===== config.mk =====
export PLATFORM = sky130hd
export DESIGN_NAME = mc_seq_ctrl
export DESIGN_NICKNAME = d
export VERILOG_FILES = /design/src/rtl/mcc_pkg.sv /design/src/rtl/mcc_op_class.sv /design/src/rtl/mcc_next_state.sv /design/src/rtl/mcc_ctrl_decode.sv /design/src/rtl/mc_seq_ctrl.sv
export SDC_FILE = /design/constraint.sdc
export NUM_CORES = 1
export LEC_CHECK = 0
export BUFFER_PORTS_ARGS = -buffer_cell sky130_fd_sc_hd__buf_2
export CAP_MARGIN = 20
export CORE_AREA = 2 2 39 41
export CTS_BUF_LIST = sky130_fd_sc_hd__clkbuf_16
export DETAILED_ROUTE_END_ITERATION = 12
export DIE_AREA = 0 0 41 43
export PLACE_DENSITY = 0.72
export SYNTH_ARGS = -nofsm -noshare
export SYNTH_HDL_FRONTEND = slang
export SYNTH_SLANG_ARGS = --single-unit

===== constraint.sdc =====
create_clock -name clk -period 1.8 [get_ports clk]
set_input_delay 0.27 -clock clk [delete_from_list [all_inputs] [get_ports clk]]
set_output_delay 0.27 -clock clk [all_outputs]
set_load 0.005 [all_outputs]

===== src/rtl/mcc_pkg.sv =====
package mcc_pkg;

  localparam int OPC_W = 6;
  localparam int ST_W  = 4;

  typedef enum logic [ST_W-1:0] {
    ST_FETCH  = 4'h0,
    ST_DECODE = 4'h1,
    ST_MEMADR = 4'h2,
    ST_MEMRD  = 4'h3,
    ST_LDWB   = 4'h4,
    ST_MEMWR  = 4'h5,
    ST_REXE   = 4'h6,
    ST_RDONE  = 4'h7,
    ST_BRANCH = 4'h8,
    ST_JUMP   = 4'h9
  } mcc_state_e;

  localparam logic [OPC_W-1:0] OP_ALU = 6'h00;
  localparam logic [OPC_W-1:0] OP_JMP = 6'h02;
  localparam logic [OPC_W-1:0] OP_BEQ = 6'h04;
  localparam logic [OPC_W-1:0] OP_LD  = 6'h23;
  localparam logic [OPC_W-1:0] OP_ST  = 6'h2B;

  // Opcode class flags, at most one set
  typedef struct packed {
    logic ld;
    logic st;
    logic alu;
    logic beq;
    logic jmp;
  } mcc_class_t;

  typedef struct packed {
    logic       pc_wr;
    logic       pc_wr_eq;
    logic       addr_alu;
    logic       mrd;
    logic       mwr;
    logic       wd_mem;
    logic       ir_ld;
    logic [1:0] pc_sel;
    logic [1:0] fn_sel;
    logic       a_reg;
    logic [1:0] b_sel;
    logic       rwr;
    logic       dst_rd;
  } mcc_ctrl_t;

endpackage


===== src/rtl/mcc_op_class.sv =====
module mcc_op_class
  import mcc_pkg::*;
(
  input  logic [OPC_W-1:0] opcode,
  output mcc_class_t       cls
);

  always_comb begin
    cls     = '0;
    cls.ld  = (opcode == OP_LD);
    cls.st  = (opcode == OP_ST);
    cls.alu = (opcode == OP_ALU);
    cls.beq = (opcode == OP_BEQ);
    cls.jmp = (opcode == OP_JMP);
  end

endmodule


===== src/rtl/mcc_next_state.sv =====
module mcc_next_state
  import mcc_pkg::*;
(
  input  mcc_state_e state_cur,
  input  mcc_class_t cls,
  output mcc_state_e state_nxt
);

  always_comb begin
    state_nxt = ST_FETCH;
    unique case (state_cur)
      ST_FETCH:  state_nxt = ST_DECODE;
      ST_DECODE: begin
        if (cls.ld || cls.st) state_nxt = ST_MEMADR;
        else if (cls.alu)     state_nxt = ST_REXE;
        else if (cls.beq)     state_nxt = ST_BRANCH;
        else if (cls.jmp)     state_nxt = ST_JUMP;
        else                  state_nxt = ST_FETCH;
      end
      ST_MEMADR: begin
        if (cls.ld)      state_nxt = ST_MEMRD;
        else if (cls.st) state_nxt = ST_MEMWR;
        else             state_nxt = ST_FETCH;
      end
      ST_MEMRD:  state_nxt = ST_LDWB;
      ST_REXE:   state_nxt = ST_RDONE;
      ST_LDWB, ST_MEMWR, ST_RDONE, ST_BRANCH, ST_JUMP:
                 state_nxt = ST_FETCH;
      default:   state_nxt = ST_FETCH;
    endcase
  end

endmodule


===== src/rtl/mcc_ctrl_decode.sv =====
module mcc_ctrl_decode
  import mcc_pkg::*;
(
  input  mcc_state_e state_cur,
  output mcc_ctrl_t  ctrl
);

  always_comb begin
    ctrl = '0;
    unique case (state_cur)
      ST_FETCH: begin
        ctrl.mrd    = 1'b1;
        ctrl.ir_ld  = 1'b1;
        ctrl.pc_wr  = 1'b1;
        ctrl.b_sel  = 2'b01;
      end
      ST_DECODE: begin
        ctrl.b_sel  = 2'b11;
      end
      ST_MEMADR: begin
        ctrl.a_reg  = 1'b1;
        ctrl.b_sel  = 2'b10;
      end
      ST_MEMRD: begin
        ctrl.mrd      = 1'b1;
        ctrl.addr_alu = 1'b1;
      end
      ST_LDWB: begin
        ctrl.rwr    = 1'b1;
        ctrl.wd_mem = 1'b1;
      end
      ST_MEMWR: begin
        ctrl.mwr      = 1'b1;
        ctrl.addr_alu = 1'b1;
      end
      ST_REXE: begin
        ctrl.a_reg  = 1'b1;
        ctrl.fn_sel = 2'b10;
      end
      ST_RDONE: begin
        ctrl.rwr    = 1'b1;
        ctrl.dst_rd = 1'b1;
      end
      ST_BRANCH: begin
        ctrl.a_reg    = 1'b1;
        ctrl.fn_sel   = 2'b01;
        ctrl.pc_wr_eq = 1'b1;
        ctrl.pc_sel   = 2'b01;
      end
      ST_JUMP: begin
        ctrl.pc_wr  = 1'b1;
        ctrl.pc_sel = 2'b10;
      end
      default: ctrl = '0;
    endcase
  end

endmodule


===== src/rtl/mc_seq_ctrl.sv =====
module mc_seq_ctrl
  import mcc_pkg::*;
(
  input  logic             clk,
  input  logic             rst_n,
  input  logic [OPC_W-1:0] opcode_i,
  output logic             pc_load,
  output logic             pc_load_if_eq,
  output logic             mem_addr_from_alu,
  output logic             mem_rd_en,
  output logic             mem_wr_en,
  output logic             rf_data_from_mem,
  output logic             instr_load,
  output logic [1:0]       pc_next_sel,
  output logic [1:0]       alu_func_sel,
  output logic             alu_a_from_reg,
  output logic [1:0]       alu_b_sel,
  output logic             rf_wr_en,
  output logic             rf_dest_rd
);

  mcc_state_e state_q;
  mcc_state_e state_d;
  mcc_class_t op_cls;
  mcc_ctrl_t  ctrl;

  mcc_op_class u_cls (
    .opcode (opcode_i),
    .cls    (op_cls)
  );

  mcc_next_state u_nxt (
    .state_cur (state_q),
    .cls       (op_cls),
    .state_nxt (state_d)
  );

  mcc_ctrl_decode u_dec (
    .state_cur (state_q),
    .ctrl      (ctrl)
  );

  // State register, advances every cycle
  always_ff @(posedge clk or negedge rst_n) begin
    if (!rst_n) state_q <= ST_FETCH;
    else        state_q <= state_d;
  end

  assign pc_load           = ctrl.pc_wr;
  assign pc_load_if_eq     = ctrl.pc_wr_eq;
  assign mem_addr_from_alu = ctrl.addr_alu;
  assign mem_rd_en         = ctrl.mrd;
  assign mem_wr_en         = ctrl.mwr;
  assign rf_data_from_mem  = ctrl.wd_mem;
  assign instr_load        = ctrl.ir_ld;
  assign pc_next_sel       = ctrl.pc_sel;
  assign alu_func_sel      = ctrl.fn_sel;
  assign alu_a_from_reg    = ctrl.a_reg;
  assign alu_b_sel         = ctrl.b_sel;
  assign rf_wr_en          = ctrl.rwr;
  assign rf_dest_rd        = ctrl.dst_rd;

endmodule


==> impl_metrics.csv <==
group,metric,value,unit
layout,final_util,0.4747,
timing,setup_viol,0,
critical_path,slowest_delay,420,ps
critical_path,cp.arrival,1420,ps
timing,maxSlewHeadroom,0.7867,
synthesis,synth_top_area_cell,"dfrtp_1",
clocking,numCtsBuffers,3,
synthesis,yosysWarnings,0,
clocking,htreeDepth,1,
pwr,switching_share,0.2920,
pwr,p_per_area,1124,nW/um2
timing,fmax,591.9,MHz
synthesis,synth.most_common_cell,"nor2_1",
synthesis,netlist_instances,57,
grt,antenna_found_initial,0,
floorplan,die_h,43,um
pwr,seqPwrFrac,0.172,
placement,port_buffers,23,
layout,regMostFlops,"state_q",
layout,stdcell_area,656.9,um2
timing,rsz0062_at_grt,"no",
timing,min_period,1689,ps
synthesis,synth_top_cell_area_share,0.2279,
route,ant_nets,0,
timing,clock_skew,1.795,ps
critical_path,end_kind,"output port",
timing,slew_violations,0,
pwr,pwr-share-comb,0.365,
pwr,power_leakage,0.3210,nW
synthesis,synth_cell_type_count,30,
floorplan,core-area,1384,um2
floorplan,chipWidth,41,um
route,drt-initial-drc-count,12,
synthesis,async_reset_ff_frac,1.000,
critical_path,crit_fanout,9,
grt,grt_pass1_wl,1759,um
grt,grt-busiest-layer,"met2",
grt,grt_usage,0.1475,
placement,dp_hpwl,844.2,um
layout,largest_reg_flops,4,
placement,gp_congestion,0.8220,
route,via_per_inst,5.111,
grt,use_met2,0.2313,
pwr,peakVddDrop,778.0,uV
clocking,clock_path_buffers,2,
critical_path,cp_slowest_cell,"dfrtp_1",
layout,reg.largest.list,"state_q: 4 flops",
grt,globalRouteMet3Util,0.06806,
clocking,cts_tree,"done",
placement,placed_area,571.8,um2
synthesis,avgSynthCellArea,7.705,um2
job,maxCapViolCount,0,
timing,worst_pin_slew,320.0,ps
route,drt_wl_total,1114,um
route,firstDrtPassIters,4,
timing,final.setup.worst_slack,110.7,ps
synthesis,synthTopCellsByCount,"9 x nor2_1, 6 x nor3_1, 4 x dfrtp_1",
worst_hold_path,hold_path.class,"in -> reg",
route,route.detailed.drc,0,
synthesis,synth_edf_count,0,
layout,drive_gt1_frac,0.4578,
grt,first_global_vias,449,
clocking,cts-root-buf,"clkbuf_16",
timing,hold_viol_final,0,
route,wl_per_cell,11.25,um
synthesis,syn_area,439.2,um2
pwr,clockPowerShare,0.463,
critical_path,critical_path_class,"reg -> out",
synthesis,ys_seq_area_frac,0.2279,
placement,place_ws,87.28,ps
grt,grt_start_max_net_pins,16,
clocking,cts_resized,0,
critical_path,crit_chain,"buf_4, nand2b_1, a211oi_1, buf_2",
layout,fin_nets,93,
timing,fin_crit_sh,0.9385,
grt,met1_usage,0.1672,
pwr,total_power,738.5,uW
critical_path,cp.required,1530,ps
clocking,clk_pin_slew,30,ps
synthesis,synth-main-ff-cell,"dfrtp_1",
critical_path,start_kind,"flop",
pwr,switchingPower,215.7,uW
layout,n_antenna_cell,0,
clocking,cts_sinks,4,
floorplan,num_io_pins,24,
pwr,p_int,522.9,uW
synthesis,netlist_top_cells_area,"dfrtp_1 23%, nor2_1 7.7%, nor3_1 6.8%",
floorplan,row_count,14,
route,via_count,506,
synthesis,synth_nets,65,
timing,setup_tns,0,ps
layout,syn_to_final_growth,49.57,%
synthesis,ys_ff_latch,4,
floorplan,start_util,0.3174,
floorplan,die_area,1763,um2
grt,overflow,0,
clocking,clk_latency,220,ps
status,status,"finished, final reports clean",
stage by stage:
stage	hold slack [ps]	std cells
2_1_floorplan	-25.59	57
3_3_place_gp	74.78	95
6_report	299.7	99
3_5_place_dp	77.83	95
4_1_cts	302.0	99
5_1_grt	322.8	99
timing repair:
action                                 CTS  global route
hold buffers                             1             0
setup buffers                            0             0
endpoints found under the hold margin    4             0
layout make-up:
cell class	count	area [um2]
Multi-Input combinational cell	45	295.3
Sequential cell	4	100.1
Timing Repair Buffer	28	155.1
Clock buffer	3	75.07
Tap cell	16	20.02
Inverter	3	11.26
Fill cell	143	726.9
layer usage:
layer,part of all wire,routed length (um),vias up
met3,0.081,90,0
met1,0.44,487,228
met4,0,0,0
met5,0,0,-
met2,0.48,536,21
li1,-,-,257
cells in the final DEF (no fill, tap or decap), types with 2 or more instances in the layout:
master	instances
nor3_1	6
clkbuf_16	3
inv_1	3
nand2b_1	3
nor2_1	9
or4_4	2
buf_2	23
xnor2_1	2
o21ai_0	2
buf_4	4
nand2_1	2
a21oi_1	3
dfrtp_1	4
power by group through the flow:
stage | Clock (mW) | Sequential (mW) | Combinational [mW]
finish | 0.342 | 0.127 | 0.269
global route | 0.352 | 0.128 | 0.303
CTS | 0.348 | 0.126 | 0.271
detailed placement | 0 | 0.126 | 0.268
global placement | 0 | 0.125 | 0.261
floorplan | 0 | 0.117 | 0.173
kinds of logic (layout without fill, tap and decap cells):
kind of cell / Yosys count / in the layout / synth area share
AO/OA/AOI/OAI: 11 / 11 / 0.1938
XOR/XNOR: 3 / 3 / 0.05984
buffers and inverters: 8 / 34 / 0.09971
flip-flops: 4 / 4 / 0.2279
multiplexers: 1 / 1 / 0.02564
AND/OR/NAND/NOR: 30 / 30 / 0.3932
critical path: cells and delay by family, from the launching register on:
kind | cells | cell delay, ps
simple gates | 1 | 200
flops | 1 | 420
buf+inv | 2 | 340
compound gates | 1 | 240
path summary, 6_finish.rpt:
| kind | slack (ps) | endpoint | depth (start not counted) | startpoint |
|---|---|---|---|---|
| max | 110 | alu_b_sel[1] | 4 | state_q[0] |
| min | 300 | state_q[0] | 2 | opcode_i[2] |
| max reg2reg | 280 | state_q[0] | 3 | state_q[0] |
| min reg2reg | 590 | state_q[2] | 1 | state_q[0] |
| max in group asynchronous | 1300 | state_q[0] | 2 | rst_n |
| min in group asynchronous | 390 | state_q[1] | 2 | rst_n |
Power figures use the tool's default switching activity.
